File: config.mk
export PLATFORM = sky130hd
export DESIGN_NAME = rtc_alarm_top
export DESIGN_NICKNAME = d
export VERILOG_FILES = /design/src/rtl/rtc_alarm_pkg.sv /design/src/rtl/rtc_prescaler.sv /design/src/rtl/rtc_key_lock.sv /design/src/rtl/rtc_alarm_top.sv
export SDC_FILE = /design/constraint.sdc
export NUM_CORES = 1
export LEC_CHECK = 0
export BUFFER_PORTS_ARGS = -buffer_cell sky130_fd_sc_hd__buf_2
export CAP_MARGIN = 15
export CELL_PAD_IN_SITES_DETAIL_PLACEMENT = 0
export CELL_PAD_IN_SITES_GLOBAL_PLACEMENT = 1
export CORE_MARGIN = 5
export CORE_UTILIZATION = 42
export CTS_CLUSTER_DIAMETER = 40
export DETAILED_ROUTE_END_ITERATION = 10
export GPL_ROUTABILITY_DRIVEN = 0
export PLACE_DENSITY_LB_ADDON = 0.05
export SLEW_MARGIN = 20
export SYNTH_ARGS = -nofsm -noshare
export SYNTH_HDL_FRONTEND = slang
export SYNTH_HIERARCHICAL = 1
export SYNTH_SLANG_ARGS = --single-unit
File: constraint.sdc
create_clock -name clk -period 3.4 [get_ports clk]
set_input_delay 0.34 -clock clk [delete_from_list [all_inputs] [get_ports clk]]
set_output_delay 0.34 -clock clk [all_outputs]
set_load 0.03 [all_outputs]
File: src/rtl/rtc_alarm_pkg.sv
package rtc_alarm_pkg;
   localparam logic [31:0] UNLOCK_WORD = 32'h55CC_AA33;
   localparam int NREG = 4;

   typedef enum logic [1:0] {
      R_CTRL  = 2'd0,
      R_TIME  = 2'd1,
      R_FRAC  = 2'd2,
      R_ALARM = 2'd3
   } reg_e;

   localparam int B_EN   = 0;
   localparam int B_FRZ  = 1;
   localparam int B_AIE  = 2;
   localparam int B_SIE  = 3;
   localparam int B_HI   = 4;
   localparam int B_ALM  = 6;
   localparam int B_SEC  = 7;
   localparam int B_LVL  = 8;
   localparam int LVL_W  = 8;
endpackage

File: src/rtl/rtc_prescaler.sv
module rtc_prescaler #(
   parameter int DIV_LO = 8192,
   parameter int DIV_HI = 9600,
   localparam int DMAX = (DIV_HI > DIV_LO) ? DIV_HI : DIV_LO,
   localparam int PW   = $clog2(DMAX)
) (
   input  logic          clk,
   input  logic          por_n,
   input  logic          run,
   input  logic          sel_hi,
   input  logic          load,
   input  logic [PW-1:0] load_val,
   output logic [PW-1:0] cnt,
   output logic          tick
);
   localparam logic [PW-1:0] LIM_LO = PW'(DIV_LO - 1);
   localparam logic [PW-1:0] LIM_HI = PW'(DIV_HI - 1);

   generate
      if (DIV_LO < 2 || DIV_HI < 2) begin : g_bad_div
         $error("rtc_prescaler: divide ratios must be at least 2");
      end
   endgenerate

   logic [PW-1:0] limit;
   assign limit = sel_hi ? LIM_HI : LIM_LO;
   assign tick  = run && !load && (cnt >= limit);

   always_ff @(posedge clk) begin
      if (load)
         cnt <= load_val;
      else if (run)
         cnt <= tick ? '0 : cnt + 1'b1;
   end

   a_r1_wrap_to_zero: assert property (@(posedge clk) disable iff (!por_n)
      tick |=> (cnt == '0));

   a_r3_hold_when_idle: assert property (@(posedge clk) disable iff (!por_n)
      (!run && !load) |=> $stable(cnt));
endmodule

File: src/rtl/rtc_key_lock.sv
module rtc_key_lock #(
   parameter int NREG = 4
) (
   input  logic            clk,
   input  logic            por_n,
   input  logic [NREG-1:0] key_wr,
   input  logic            key_match,
   output logic [NREG-1:0] unlk
);
   generate
      if (NREG < 1) begin : g_bad_n
         $error("rtc_key_lock: NREG must be positive");
      end
      for (genvar i = 0; i < NREG; i++) begin : g_key
         always_ff @(posedge clk or negedge por_n) begin
            if (!por_n)
               unlk[i] <= 1'b0;
            else if (key_wr[i])
               unlk[i] <= key_match;
         end

         a_r8_key_effect: assert property (@(posedge clk) disable iff (!por_n)
            key_wr[i] |=> (unlk[i] == $past(key_match)));

         a_r8_key_hold: assert property (@(posedge clk) disable iff (!por_n)
            !key_wr[i] |=> $stable(unlk[i]));
      end
   endgenerate
endmodule

File: src/rtl/rtc_alarm_top.sv
module rtc_alarm_top
   import rtc_alarm_pkg::*;
#(
   parameter int DIV_LO = 8192,
   parameter int DIV_HI = 9600,
   parameter int SEC_W  = 32,
   parameter int DW     = 32
) (
   input  logic          clk,
   input  logic          por_n,
   input  logic          freeze,
   input  logic          wr_en,
   input  logic [2:0]    addr,
   input  logic [DW-1:0] wdata,
   output logic [DW-1:0] rdata,
   output logic          irq
);
   localparam int DMAX = (DIV_HI > DIV_LO) ? DIV_HI : DIV_LO;
   localparam int PW   = $clog2(DMAX);

   generate
      if (SEC_W > DW || PW > DW || DW < B_LVL + LVL_W) begin : g_bad_w
         $error("rtc_alarm_top: widths do not fit the bus");
      end
   endgenerate

   logic [NREG-1:0] unlk, key_wr, wr_ok;
   logic            key_match;

   assign key_match = (wdata == UNLOCK_WORD);

   generate
      for (genvar i = 0; i < NREG; i++) begin : g_dec
         assign key_wr[i] = wr_en && addr[2] && (addr[1:0] == i[1:0]);
         assign wr_ok[i]  = wr_en && !addr[2] && (addr[1:0] == i[1:0]) && unlk[i];
      end
   endgenerate

   rtc_key_lock #(.NREG(NREG)) u_keys (
      .clk(clk), .por_n(por_n), .key_wr(key_wr),
      .key_match(key_match), .unlk(unlk)
   );

   // configuration and flags: no reset, software initialises them
   logic             cfg_en, cfg_frz, cfg_aie, cfg_sie, cfg_hi;
   logic [LVL_W-1:0] cfg_lvl;
   logic             flg_sec, flg_alm;
   logic [SEC_W-1:0] sec_q, alarm_q, sec_next;

   logic          run, tick, pre_load;
   logic [PW-1:0] pcnt, pre_val;

   assign run      = cfg_en && !(cfg_frz && freeze);
   assign pre_load = wr_ok[R_TIME] || wr_ok[R_FRAC];
   assign pre_val  = wr_ok[R_TIME] ? '0 : wdata[PW-1:0];

   rtc_prescaler #(.DIV_LO(DIV_LO), .DIV_HI(DIV_HI)) u_pre (
      .clk(clk), .por_n(por_n), .run(run), .sel_hi(cfg_hi),
      .load(pre_load), .load_val(pre_val), .cnt(pcnt), .tick(tick)
   );

   assign sec_next = sec_q + 1'b1;

   always_ff @(posedge clk) begin
      if (wr_ok[R_TIME])
         sec_q <= wdata[SEC_W-1:0];
      else if (tick)
         sec_q <= sec_next;

      if (wr_ok[R_ALARM])
         alarm_q <= wdata[SEC_W-1:0];

      if (wr_ok[R_CTRL]) begin
         cfg_en  <= wdata[B_EN];
         cfg_frz <= wdata[B_FRZ];
         cfg_aie <= wdata[B_AIE];
         cfg_sie <= wdata[B_SIE];
         cfg_hi  <= wdata[B_HI];
         cfg_lvl <= wdata[B_LVL +: LVL_W];
      end

      flg_sec <= tick || (flg_sec && !(wr_ok[R_CTRL] && wdata[B_SEC]));
      flg_alm <= (tick && (sec_next == alarm_q)) ||
                 (flg_alm && !(wr_ok[R_CTRL] && wdata[B_ALM]));
   end

   assign irq = (flg_sec && cfg_sie) || (flg_alm && cfg_aie);

   logic [DW-1:0] ctrl_rd;
   always_comb begin
      ctrl_rd = '0;
      ctrl_rd[B_EN]  = cfg_en;
      ctrl_rd[B_FRZ] = cfg_frz;
      ctrl_rd[B_AIE] = cfg_aie;
      ctrl_rd[B_SIE] = cfg_sie;
      ctrl_rd[B_HI]  = cfg_hi;
      ctrl_rd[B_ALM] = flg_alm;
      ctrl_rd[B_SEC] = flg_sec;
      ctrl_rd[B_LVL +: LVL_W] = cfg_lvl;
   end

   always_comb begin
      rdata = '0;
      if (!addr[2]) begin
         case (addr[1:0])
            R_CTRL:  rdata = ctrl_rd;
            R_TIME:  rdata[SEC_W-1:0] = sec_q;
            R_FRAC:  rdata[PW-1:0] = pcnt;
            default: rdata[SEC_W-1:0] = alarm_q;
         endcase
      end
   end

   a_r4_tick_sets_flag: assert property (@(posedge clk) disable iff (!por_n)
      tick |=> flg_sec);

   a_r5_alarm_sets_flag: assert property (@(posedge clk) disable iff (!por_n)
      (tick && (sec_next == alarm_q)) |=> flg_alm);

   a_r6_no_flag_no_irq: assert property (@(posedge clk) disable iff (!por_n)
      (!flg_sec && !flg_alm) |-> !irq);

   a_r7_locked_time_kept: assert property (@(posedge clk) disable iff (!por_n)
      (wr_en && addr == 3'd1 && !unlk[R_TIME] && !tick) |=> $stable(sec_q));

   a_r9_write_clears_pre: assert property (@(posedge clk) disable iff (!por_n)
      wr_ok[R_TIME] |=> (pcnt == '0));
endmodule

After elaboration in Yosys (flattened, before gate mapping)
Cells that the tools add are included.

word-level totals
  bits of input ports = 39
  logic and storage cells = 70
  flip-flop bits (word level) = 97
  output and inout bits = 33

cells by class
  reduce and logical (&&, ||, !) cells = 37
  equality and inequality tests = 5
  add/subtract/negate cells = 2
  muxes and demuxes = 10
  order comparisons = 1

operators by type and width
  kind                     count
  $mux W32                 3
  $mux W14                 5
  $pmux W18 S3             1
  $pmux W14 S3             1
  $add A32 B1 Y32 const B  1
  $eq A32 B31 Y1 const B   1
  $eq A32 B32 Y1           1
  $logic_and A1 B1 Y1      25
  $add A14 B1 Y14 const B  1
  $ge A14 B14 Y1           1
  $logic_not A1 Y1         5
  $eq A2 B2 Y1 const B     2
  $logic_or A1 B1 Y1       4
  $reduce_bool A2 Y1       2
  $eq A2 B1 Y1 const B     1
  $logic_not A2 Y1         1

Depth between registers and ports, before layout
Gate-level depths: netlist (run 1).

  depth after elaboration = 11
  depth in mapped cells = 15
  gate-level depth less buffers = 13

Modules after synthesis
Netlist (run 1), hierarchy kept.

by module, submodules not included
  module         sequential area each (sq um)  area each (sq um)  cells each  instances
  rtc_alarm_top  2352.3                        5251.3             492         1
  rtc_prescaler  420.4                         982.2              101         1
  rtc_key_lock   100.1                         160.2              8           1

Least setup slack after synthesis (run 1)
No wires, ideal clock.

  path type = input -> register
  from = input port addr[0]
  to = register flg_alm
  data arrival time = 3.165 ns
  stages on the path = 15
  path slack = 0.166 ns
  data required time = 3.331 ns
  path buffers = 3
  cell sequence = clkbuf_1 -> buf_1 -> inv_1 -> a31oi_1 -> nor2_1 -> inv_1 -> o2111a_1 -> buf_4 -> o2111ai_1 -> nor2_1 -> nand3_1 -> a2111oi_0 -> nand4_1 -> or4_1 -> o21ai_1

between the ends
  longest elaborated chain between the ends = 9

RTL lines
  element                                       RTL line             source
  start: declaration                            rtc_alarm_top.sv:13  input logic [2:0] addr,
  $eq A2 B1 Y1 or $eq A2 B2 Y1 (tied branches)  rtc_alarm_top.sv:35  assign wr_ok[i] = wr_en && !addr[2] && (addr[1:0] == i[1:0]) && unlk[i];
  $logic_and A1 B1 Y1 (2 in series)             rtc_alarm_top.sv:35
  $logic_or A1 B1 Y1 *                          rtc_alarm_top.sv:54  assign pre_load = wr_ok[R_TIME] || wr_ok[R_FRAC];
  via pre_load                                  rtc_alarm_top.sv:50  logic run, tick, pre_load;
  $logic_not A1 Y1 *                            rtc_prescaler.sv:27  assign tick = run && !load && (cnt >= limit);
  $logic_and A1 B1 Y1 * (2 in series)           rtc_prescaler.sv:27
  via tick                                      rtc_alarm_top.sv:50
  $logic_and A1 B1 Y1 *                         rtc_alarm_top.sv:83  flg_alm <= (tick && (sec_next == alarm_q)) ||
  $logic_or A1 B1 Y1 *                          rtc_alarm_top.sv:83
  end signal: assignment                        rtc_alarm_top.sv:83
  end: declaration                              rtc_alarm_top.sv:47  logic flg_sec, flg_alm;

Mark *: on every way through the listed nets, which the timed path passes. The rest lies on a longest branch.
A chain may end at the register's enable or synchronous reset.

Worst setup path in the final report (run 1)
  from = register sec_q[0]
  to = register flg_alm

between the ends
  longest elaborated chain between the ends = 4

RTL lines
  element                   RTL line             source
  start: declaration        rtc_alarm_top.sv:48  logic [SEC_W-1:0] sec_q, alarm_q, sec_next;
  start signal: assignment  rtc_alarm_top.sv:66  sec_q <= wdata[SEC_W-1:0];
  start signal: assignment  rtc_alarm_top.sv:68  sec_q <= sec_next;
  $add A32 B1 Y32           rtc_alarm_top.sv:62  assign sec_next = sec_q + 1'b1;
  $eq A32 B32 Y1            rtc_alarm_top.sv:83
  $logic_and A1 B1 Y1       rtc_alarm_top.sv:83
  $logic_or A1 B1 Y1        rtc_alarm_top.sv:83

No other way between the ends.

==> results of run 1 <==
-- per-stage QoR --
| step | instances | worst slack, ns | util | hold slack [ns] |
|---|---|---|---|---|
| after CTS | 863 | 0.167 | 0.480 | 0.187 |
| after global routing | 863 | 0.0737 | 0.480 | 0.195 |
| after detailed placement | 846 | 0.188 | 0.462 | 0.154 |
| after floorplan | 601 | 0.166 | - | 0.0444 |
| final | 863 | 0.244 | 0.480 | 0.192 |
| after global placement | 846 | 0.296 | 0.462 | 0.151 |
-- per-layer routing --
metal,global-route usage,routed length [um]
met5,0,0
met3,0.0272,833
met4,0.0480,195
met2,0.321,8450
met1,0.331,9530
-- placed cells by master, fill, tap and decap left out, drive strengths merged, types with 3 or more instances in the layout --
cell type and n:
a31oi 4, xnor2 43, or3 4, nand2b 4
inv 9, o31ai 14, and3 5, and2 15
buf 93, clkbuf 15, o2111ai 4, xor2 20
a21o 3, and4 4, nand4 16, ha 7
nor4 10, or2 3, edfxtp 91, nor2b 16
mux2i 19, nor3 23, or4 7, nand3 21
o21ai 17, mux4 13, dfrtp 4, mux2 6
a21oi 23, nand2 60, xnor3 3, nor4b 4
nor2 63
-- cell families after synthesis --
group,Yosys count,share of synthesized area
compound gates,79,0.0820
xor+xnor,66,0.0978
fa+ha+maj,7,0.0137
buf+inv,45,0.0372
flops,97,0.449
mux,38,0.0890
simple gates,269,0.231
-- cell type report --
cell class,count,share of cell area
multi-input combinational,459,0.457
clock inverter,1,0.000691
clock buffer,15,0.0356
sequential,97,0.397
timing repair buffer,94,0.0733
inverter,9,0.00466
tap,188,0.0325
-- timing repair --
| item | CTS | global route |
|---|---|---|
| hold buffers | 1 | 0 |
| gates resized for setup | 0 | 1 |
| hold endpoints to repair | 4 | 0 |
| setup endpoints to repair | 0 | 1 |
-- power by group through the flow --
stage	sequential, uW	combinational [uW]	clock, uW
2_1_floorplan	1330	118	0
3_3_place_gp	1340	201	0
3_5_place_dp	1340	203	0
4_1_cts	1310	205	973
5_1_grt	1310	219	1030
6_report	1310	202	955
-- flip-flops by register name, summed over array words and instances (netlist names), 4 cells and up --
register,flops
cfg_lvl,8
u_pre/cnt,14
alarm_q,32
u_keys/unlk,4
sec_q,32
-- final timing paths --
| check | depth (start not counted) | endpoint | from | slack, ns |
|---|---|---|---|---|
| setup / recovery | 9 | flg_alm | sec_q[0] | 0.24 |
| hold / removal | 1 | alarm_q[27] | wdata[27] | 0.19 |
| setup reg to reg | 9 | flg_alm | sec_q[0] | 0.24 |
| hold reg to reg | 1 | u_keys/unlk[0] | u_keys/unlk[0] | 0.51 |
| max in group asynchronous | 2 | u_keys/unlk[2] | por_n | 2.95 |
| min in group asynchronous | 2 | u_keys/unlk[0] | por_n | 0.33 |
==> impl_metrics.py, run 1 <==
metrics = {
    "yosys": {
        "synth-seq-cells": 97,
        "synthFlopType": "edfxtp_1",
        "syn_inst": 601,
        "syn_avg_cell_area_um2": 10.6,
        "synth_largest_area_cell": "edfxtp_1",
        "synth_cell_types": 74,
        "yosysWarnings": 6,
        "synth_area_um2": 6390,
        "yosysMostFrequentCell": "edfxtp_1",
        "synth_common_cells": "edfxtp_1, nor2_1, nand2_1, xnor2_1",
        "synth_edf_count": 91,
        "synth_area_leaders": "edfxtp_1, xnor2_1, mux4_2",
        "synth_fp_nets": 647,
        "async_reset_ff_frac": 0.0412,
        "ys_seq_area_frac": 0.449,
        "synth_top_area_share": 0.427,
    },
    "run_status": {
        "run_status": "complete, no violations",
    },
    "cells_and_area": {
        "post-route-cell-area_um2": 7240,
        "num-fill-cells": 1469,
        "final_nets": 716,
        "multi_input_area_um2": 3310,
        "drive_above_1_share": 0.228,
        "area_delta_synth_final_pct": 13.3,
        "final-seq-area_um2": 2870,
        "antenna_cells": 0,
    },
    "setup_path": {
        "worstPathArrival_ns": 3.43,
        "end_kind": "register",
        "crit_slowest_cell": "or4_4",
        "cp_common_cell": "nand4_1",
        "critical_path.cell_chain": "ha_1 > nand4_1 > or4_4 > or3_1 > a21o_1 > a2bb2oi_2 > nand4_1 > or4_1 > o21ai_1",
        "crit_fanout": 11,
        "crit_family": "simple AND/OR/NAND/NOR gates",
        "cp.required_ns": 3.67,
        "slowest_delay_ns": 0.67,
        "path_buf_inv": 0,
        "cp-start-kind": "register",
        "path_class": "reg -> reg",
    },
    "global_route": {
        "gr-total-overflow": 0,
        "grt_max_degree": 38,
        "grt_pass1_vias": 4882,
        "grt_use_total": 0.214,
        "grt_pass1_wl_um": 29400,
        "antenna_found_initial": 0,
    },
    "clock_tree": {
        "clock_latency_ns": 0.35,
        "cts_made_buffers": 9,
        "cts_buffer_depth": 2,
        "postCtsSetupBuffers": 0,
        "clockRootBuffer": "clkbuf_16",
        "htreeDepth": 3,
        "path_clk_slew_ns": 0.07,
        "cts_tree": "done",
        "clock-sinks": 97,
    },
    "timing": {
        "finalHoldViolations": 0,
        "fin_tns_setup_ns": 0,
        "worst_slew_pin_slew_ns": 0.684,
        "slew_violations": 0,
        "setup_viol": 0,
        "period_minus_slack_ns": 3.16,
        "fmax_mhz": 317,
        "relSlewSlack": 0.544,
        "clock_skew_ns": 0.00956,
        "rsz0062_at_grt": "false",
        "post-route-period-util": 0.928,
    },
    "power_and_ir_drop": {
        "total_power_uw": 2470,
        "power_density_nw_per_um2": 341,
        "intPower_uw": 1900,
        "comb_power_share": 0.082,
        "p_leak_uw": 0.00253,
        "peakVddDrop_mv": 0.241,
        "seq_power_share": 0.531,
        "p_sw_frac": 0.232,
        "p_clk_frac": 0.387,
        "switchingPower_uw": 571,
    },
    "hold_path": {
        "hold_path.class": "in -> reg",
    },
    "floorplanning": {
        "placement_rows": 45,
        "die_h_um": 133,
        "io_pins": 72,
        "die-area_um2": 17800,
        "start_util": 0.424,
        "core_um2": 15100,
        "die_x_um": 133,
    },
    "place": {
        "hpwl_um": 13900,
        "portBuffers": 71,
        "dpl_cell_area_um2": 6970,
    },
    "drt": {
        "drt_iter0_markers": 443,
        "drt-wirelength-per-cell_um": 22.0,
        "dr.pass1.iters": 5,
        "vias_per_cell": 5.80,
        "vias": 5005,
        "drc_errors": 0,
        "ant_nets": 0,
        "routed_wl_um": 19000,
    },
    "job": {
        "max_cap_viol_count": 0,
    },
}
No activity file was read; power rests on OpenSTA's default activity.
==> inputs of run 2 (changes only) <==
--- a/config.mk
+++ b/config.mk
@@ -5,6 +5,7 @@
 export SDC_FILE = /design/constraint.sdc
 export NUM_CORES = 1
 export LEC_CHECK = 0
+export ABC_AREA = 1
 export BUFFER_PORTS_ARGS = -buffer_cell sky130_fd_sc_hd__buf_2
 export CAP_MARGIN = 15
 export CELL_PAD_IN_SITES_DETAIL_PLACEMENT = 0
@@ -14,6 +15,7 @@
 export CTS_CLUSTER_DIAMETER = 40
 export DETAILED_ROUTE_END_ITERATION = 10
 export GPL_ROUTABILITY_DRIVEN = 0
+export MAX_ROUTING_LAYER = met4
 export PLACE_DENSITY_LB_ADDON = 0.05
 export SLEW_MARGIN = 20
 export SYNTH_ARGS = -nofsm -noshare
==> constraint.sdc (replaced) <==
create_clock -name clk -period 3.2 [get_ports clk]
set_input_delay 0.32 -clock clk [delete_from_list [all_inputs] [get_ports clk]]
set_output_delay 0.32 -clock clk [all_outputs]
set_load 0.03 [all_outputs]
==> run 2 against run 1 <==
Against the previous run: first-iteration DRC count rose by 18%; non-clock buffer count fell by 14; combinational power rose by 19%; largest cell class unchanged; flip-flop and latch count did not move; synthesized cell count rose by 56%.
==> impl_metrics.py, run 2 <==
metrics = {
    "setup_path": {
        "crit_fanout": 19,
        "critical_path.cell_chain": "buf_2 > nor2_1 > inv_1 > o221ai_1 > o21ai_0 > nor2_1 > buf_2",
        "slowest_delay_ns": 0.77,
        "path_buf_inv": 3,
        "end_kind": "output pin",
        "worstPathArrival_ns": 2.31,
        "cp.required_ns": 2.88,
        "crit_slowest_cell": "nor2_1",
        "startpoint": "addr[0]",
        "reg2reg_from": "cfg_hi",
        "crit_path_end": "rdata[6]",
        "r2r_end": "flg_alm",
        "worst-path-stages": 7,
        "reg2regPathDepth": 22,
        "path_class": "in -> out",
        "cp-start-kind": "primary input",
        "reg2reg_slack_ns": 0.61,
        "crit_family": "simple AND/OR/NAND/NOR gates",
    },
    "yosys": {
        "async_reset_ff_frac": 0.0412,
        "synth_area_um2": 6770,
        "synth-seq-cells": 97,
        "synth_largest_area_cell": "edfxtp_1",
        "synth_fp_nets": 984,
        "syn_avg_cell_area_um2": 7.22,
        "yosysWarnings": 6,
        "synth_top_area_share": 0.404,
        "synth_cell_types": 43,
        "synth_area_leaders": "edfxtp_1, nand2_1, inv_1",
        "syn_inst": 938,
        "ys_seq_area_frac": 0.424,
        "yosysMostFrequentCell": "nand2_1",
        "synth_edf_count": 91,
        "synth_common_cells": "nand2_1, inv_1, nor2_1, edfxtp_1, nand3_1",
        "synthFlopType": "edfxtp_1",
    },
    "clock_tree": {
        "cts_made_buffers": 9,
        "clock_latency_ns": 0.36,
        "cts_buffer_depth": 2,
        "cts_tree": "done",
        "htreeDepth": 3,
        "clock-sinks": 97,
        "clockRootBuffer": "clkbuf_16",
        "postCtsSetupBuffers": 0,
        "path_clk_slew_ns": 0.07,
    },
    "drt": {
        "routed_wl_um": 23100,
        "drt_iter0_markers": 523,
        "drt-wirelength-per-cell_um": 18.8,
        "drc_errors": 0,
        "vias_per_cell": 5.22,
        "dr.pass1.iters": 5,
        "vias": 6415,
        "ant_nets": 0,
    },
    "cells_and_area": {
        "top_regs": "alarm_q: 32 flops, sec_q: 32 flops, u_pre/cnt: 14 flops",
        "drive_above_1_share": 0.125,
        "num-fill-cells": 1610,
        "layout_commonest_cell": "nand2_1",
        "antenna_cells": 0,
        "final_nets": 1053,
        "final_cell_mix": "nand2_1, inv_1, nor2_1, edfxtp_1, nand3_1",
        "area_delta_synth_final_pct": 14.3,
    },
    "global_route": {
        "grt_pass1_wl_um": 34900,
        "grt_max_degree": 50,
        "grt_pass1_vias": 6167,
        "gr-total-overflow": 0,
        "antenna_found_initial": 0,
        "grt_use_total": 0.259,
    },
    "timing": {
        "slew_violations": 0,
        "setup_viol": 0,
        "period_minus_slack_ns": 2.63,
        "finalHoldViolations": 0,
        "rsz0062_at_grt": "false",
        "worst_slew_pin_slew_ns": 0.965,
        "clock_skew_ns": 0.0109,
        "post-route-period-util": 0.822,
        "fmax_mhz": 380,
        "fin_tns_setup_ns": 0,
        "relSlewSlack": 0.354,
    },
    "power_and_ir_drop": {
        "total_power_uw": 2920,
        "power_density_nw_per_um2": 377,
        "peakVddDrop_mv": 0.254,
        "p_leak_uw": 0.00361,
        "intPower_uw": 2220,
        "comb_power_share": 0.082,
        "seq_power_share": 0.477,
        "switchingPower_uw": 695,
        "p_sw_frac": 0.238,
        "p_clk_frac": 0.440,
    },
    "run_status": {
        "run_status": "complete, no violations",
    },
    "floorplanning": {
        "start_util": 0.428,
        "die_h_um": 137,
        "die_x_um": 137,
        "placement_rows": 46,
        "die-area_um2": 18800,
        "core_um2": 15800,
        "io_pins": 72,
    },
    "hold_path": {
        "hold_path.class": "in -> reg",
    },
    "job": {
        "max_cap_viol_count": 0,
    },
    "place": {
        "portBuffers": 71,
        "hpwl_um": 17700,
    },
}
## run 2: cell count changes after synthesis, moves of 19 or more
cell / change
nor2_1: +46
mux2i_1: -19
nand3_1: +62
xnor2_1: -41
o21ai_0: +36
inv_1: +120
nor3_1: -19
nand2_1: +253
## run 2: power by group through the flow
stage / combinational (uW) / clock, uW / sequential (uW)
final: 240 / 1280 / 1390
after floorplan: 131 / 0 / 1420
after detailed placement: 239 / 0 / 1420
after CTS: 240 / 1290 / 1390
after global placement: 240 / 0 / 1420
after global routing: 259 / 1350 / 1390
## run 2: layout make-up
type                    count  area, um2  area share
clock buffers              10        229      0.0296
clock inverters             6        113      0.0146
inverters                 133        499      0.0645
multi-input cells         686       3300       0.427
flip-flops and latches     97       2870       0.371
well taps                 216        270      0.0349
repair buffers             80        450      0.0582
## run 2: how the worst min path moves through the flow
stage,from,endpoint,slack [ns],cells past startpoint
3_5_place_dp,por_n,u_keys/unlk[0],0.14,1
4_1_cts,wdata[29],alarm_q[29],0.15,1
2_1_floorplan,por_n,u_keys/unlk[0],0.02,0
6_report,wdata[29],alarm_q[29],0.16,1
3_3_place_gp,por_n,u_keys/unlk[0],0.14,1
5_1_grt,wdata[29],alarm_q[29],0.15,1
## run 2: kinds of logic after synthesis
group | share of synthesized area
flops | 0.424
compound gates | 0.0868
buf+inv | 0.0891
xor+xnor | 0.0198
simple gates | 0.367
fa+ha+maj | 0.0129
## run 2: metrics by stage
| stage | util | setup WS [ns] | hold slack, ns | instances | instance area, um2 |
|---|---|---|---|---|---|
| 2_1_floorplan | - | 0.266 | 0.0244 | 938 | 6770 |
| 3_3_place_gp | 0.467 | 0.565 | 0.141 | 1211 | 7390 |
| 3_5_place_dp | 0.467 | 0.530 | 0.139 | 1211 | 7390 |
| 4_1_cts | 0.489 | 0.601 | 0.146 | 1228 | 7740 |
| 5_1_grt | 0.489 | 0.274 | 0.149 | 1228 | 7740 |
| 6_report | 0.489 | 0.569 | 0.156 | 1228 | 7740 |
## run 2: repair_timing
item	in CTS	in global routing
endpoints found under the hold margin	4	0
resized for setup	0	0
hold buffers	1	0
setup endpoints to repair	0	0
## run 2: routing by layer
metal | vias up | global-route usage | wire (um)
met1 | 2992 | 0.316 | 9780
met2 | 173 | 0.441 | 11600
met4 | 0 | 0.0992 | 726
met3 | 48 | 0.0290 | 979
met5 | - | - | 0
li1 | 3202 | - | -
==> inputs of run 3 (changes only) <==
--- a/config.mk
+++ b/config.mk
@@ -5,7 +5,7 @@
 export SDC_FILE = /design/constraint.sdc
 export NUM_CORES = 1
 export LEC_CHECK = 0
-export ABC_AREA = 1
+export ABC_AREA = 0
 export BUFFER_PORTS_ARGS = -buffer_cell sky130_fd_sc_hd__buf_2
 export CAP_MARGIN = 15
 export CELL_PAD_IN_SITES_DETAIL_PLACEMENT = 0
==> constraint.sdc (replaced) <==
create_clock -name clk -period 2.7 [get_ports clk]
set_input_delay 0.27 -clock clk [delete_from_list [all_inputs] [get_ports clk]]
set_output_delay 0.27 -clock clk [all_outputs]
set_load 0.03 [all_outputs]
==> run 3 against run 2 <==
Against the previous run: the run now ends with negative setup slack left; critical endpoint is now flg_alm; clock-buffer cell count did not move; non-clock buffer count rose by 94; worst hold slack lost 0.040 ns; register-to-register slack worse by 0.76 ns.
==> impl_metrics.py, run 3 (synthesized netlist as in run 1, its figures left out) <==
metrics = {
    "run_status": {
        "run_status": "finished, violations left",
        "violations": "negative setup slack",
    },
    "timing": {
        "relSlewSlack": 0.548,
        "rsz0062_at_grt": "true",
        "setup_viol": 1,
        "slew_violations": 0,
        "finalHoldViolations": 0,
        "fmax_mhz": 351,
        "period_minus_slack_ns": 2.85,
        "hold_slack_ns": 0.116,
        "post-route-period-util": 1.06,
        "worst_slew_pin_slew_ns": 0.679,
        "fin_ws_ns": -0.153,
        "clock_skew_ns": 0.00615,
    },
    "power_and_ir_drop": {
        "peakVddDrop_mv": 0.286,
        "power_density_nw_per_um2": 403,
        "p_leak_uw": 0.00294,
        "switchingPower_uw": 755,
        "seq_power_share": 0.511,
        "intPower_uw": 2460,
        "p_clk_frac": 0.405,
        "comb_power_share": 0.084,
        "p_sw_frac": 0.235,
    },
    "global_route": {
        "antenna_found_initial": 0,
        "grt_pass1_wl_um": 30700,
        "grt_use_total": 0.231,
        "gr-total-overflow": 0,
        "grt_pass1_vias": 5374,
        "grt_max_degree": 44,
    },
    "setup_path": {
        "crit_path_end": "flg_alm",
        "crit_fanout": 2,
        "worstPathArrival_ns": 3.14,
        "cp.required_ns": 2.98,
        "reg2reg_from": "sec_q[0]",
        "end_kind": "register",
        "reg2regPathDepth": 9,
        "cp-start-kind": "register",
        "path_class": "reg -> reg",
        "reg2reg_slack_ns": -0.15,
        "r2r_end": "flg_alm",
        "startpoint": "sec_q[0]",
    },
    "clock_tree": {
        "cts_tree": "done",
        "cts_made_buffers": 9,
        "clockRootBuffer": "clkbuf_16",
        "clock-sinks": 97,
        "htreeDepth": 3,
        "cts_buffer_depth": 2,
        "path_clk_slew_ns": 0.07,
        "clock_latency_ns": 0.35,
    },
    "drt": {
        "dr.pass1.iters": 5,
        "drt_iter0_markers": 418,
        "vias_per_cell": 5.62,
        "drc_errors": 0,
        "drt-wirelength-per-cell_um": 20.7,
        "vias": 5302,
        "routed_wl_um": 19500,
        "ant_nets": 0,
    },
    "cells_and_area": {
        "drive_above_1_share": 0.330,
        "num-fill-cells": 1411,
        "antenna_cells": 0,
        "final_nets": 796,
        "post-route-cell-area_um2": 7980,
        "area_delta_synth_final_pct": 24.8,
        "top_regs": "alarm_q: 32 flops, sec_q: 32 flops, u_pre/cnt: 14 flops",
        "final_cell_mix": "buf_4, edfxtp_1, buf_2, nor2_1, nand2_1",
        "layout_commonest_cell": "buf_4",
    },
    "floorplanning": {
        "die_h_um": 133,
        "core_um2": 15100,
        "die-area_um2": 17800,
        "die_x_um": 133,
        "start_util": 0.424,
        "io_pins": 72,
        "placement_rows": 45,
    },
    "place": {
        "hpwl_um": 14500,
        "dpl_cell_area_um2": 7520,
        "portBuffers": 71,
    },
    "hold_path": {
        "hold_path.class": "in -> reg",
    },
    "job": {
        "max_cap_viol_count": 0,
    },
}
[run 3: worst min path at each step]
stage,startpoint,to,slack [ns],cells past startpoint
3_5_place_dp,por_n,u_keys/unlk[2],0.08,1
3_3_place_gp,por_n,u_keys/unlk[1],0.07,1
5_1_grt,wdata[27],alarm_q[27],0.11,1
6_report,wdata[27],alarm_q[27],0.12,1
4_1_cts,wdata[27],alarm_q[27],0.10,1
2_1_floorplan,por_n,u_keys/unlk[0],-0.03,0
[run 3: metrics by stage]
step                std cells  worst slack, ns  setup TNS (ns)  power (uW)   util
global placement          915           -0.188          -0.188        1940  0.499
CTS                       939           -0.151          -0.151        3240  0.524
global route              943           -0.335          -0.335        3320  0.529
detailed placement        915           -0.302          -0.302        1940  0.499
finish                    943           -0.153          -0.153        3210  0.529
floorplan                 601           -0.338           -2.98        1830      -
[run 3: cell type report]
cell class                 count  area, um2  area share
clock buffer                  10        229      0.0287
clock inverter                 6       58.8     0.00737
inverter                       9       33.8     0.00424
multi-input combinational    459       3370       0.423
sequential                    97       2870       0.360
tap                          188        235      0.0295
timing repair buffer         174       1180       0.147
[run 3: power by group through the flow]
stage                     sequential, uW  combinational (uW)  clock, uW
after floorplan                     1680                 149          0
after global placement              1680                 266          0
after detailed placement            1680                 268          0
after CTS                           1640                 272       1320
after global routing                1640                 291       1380
final                               1640                 269       1300
[run 3: repair_timing]
item | in CTS | in global routing
endpoints found under the hold margin | 4 | 0
pin swaps | 10 | 8
gates resized for setup | 7 | 8
endpoints found under the setup margin | 1 | 1
buffers inserted | 7 | 4
hold buffers | 1 | 0
[run 3: per-layer routing]
metal  global-route usage  routed length [um]
met5                    -                   0
met4               0.0691                 316
met3               0.0306                1150
met2                0.342                8740
met1                0.334                9290
[run 3: critical path, cell delays in order, from the launching register on]
cell,delay (ns)
edfxtp_1,0.38
buf_6,0.12
nand3_4,0.07
or4_4,0.54
or4_4,0.51
o2bb2ai_2,0.14
and4b_1,0.26
nand4_1,0.10
or4_1,0.53
o21ai_1,0.13
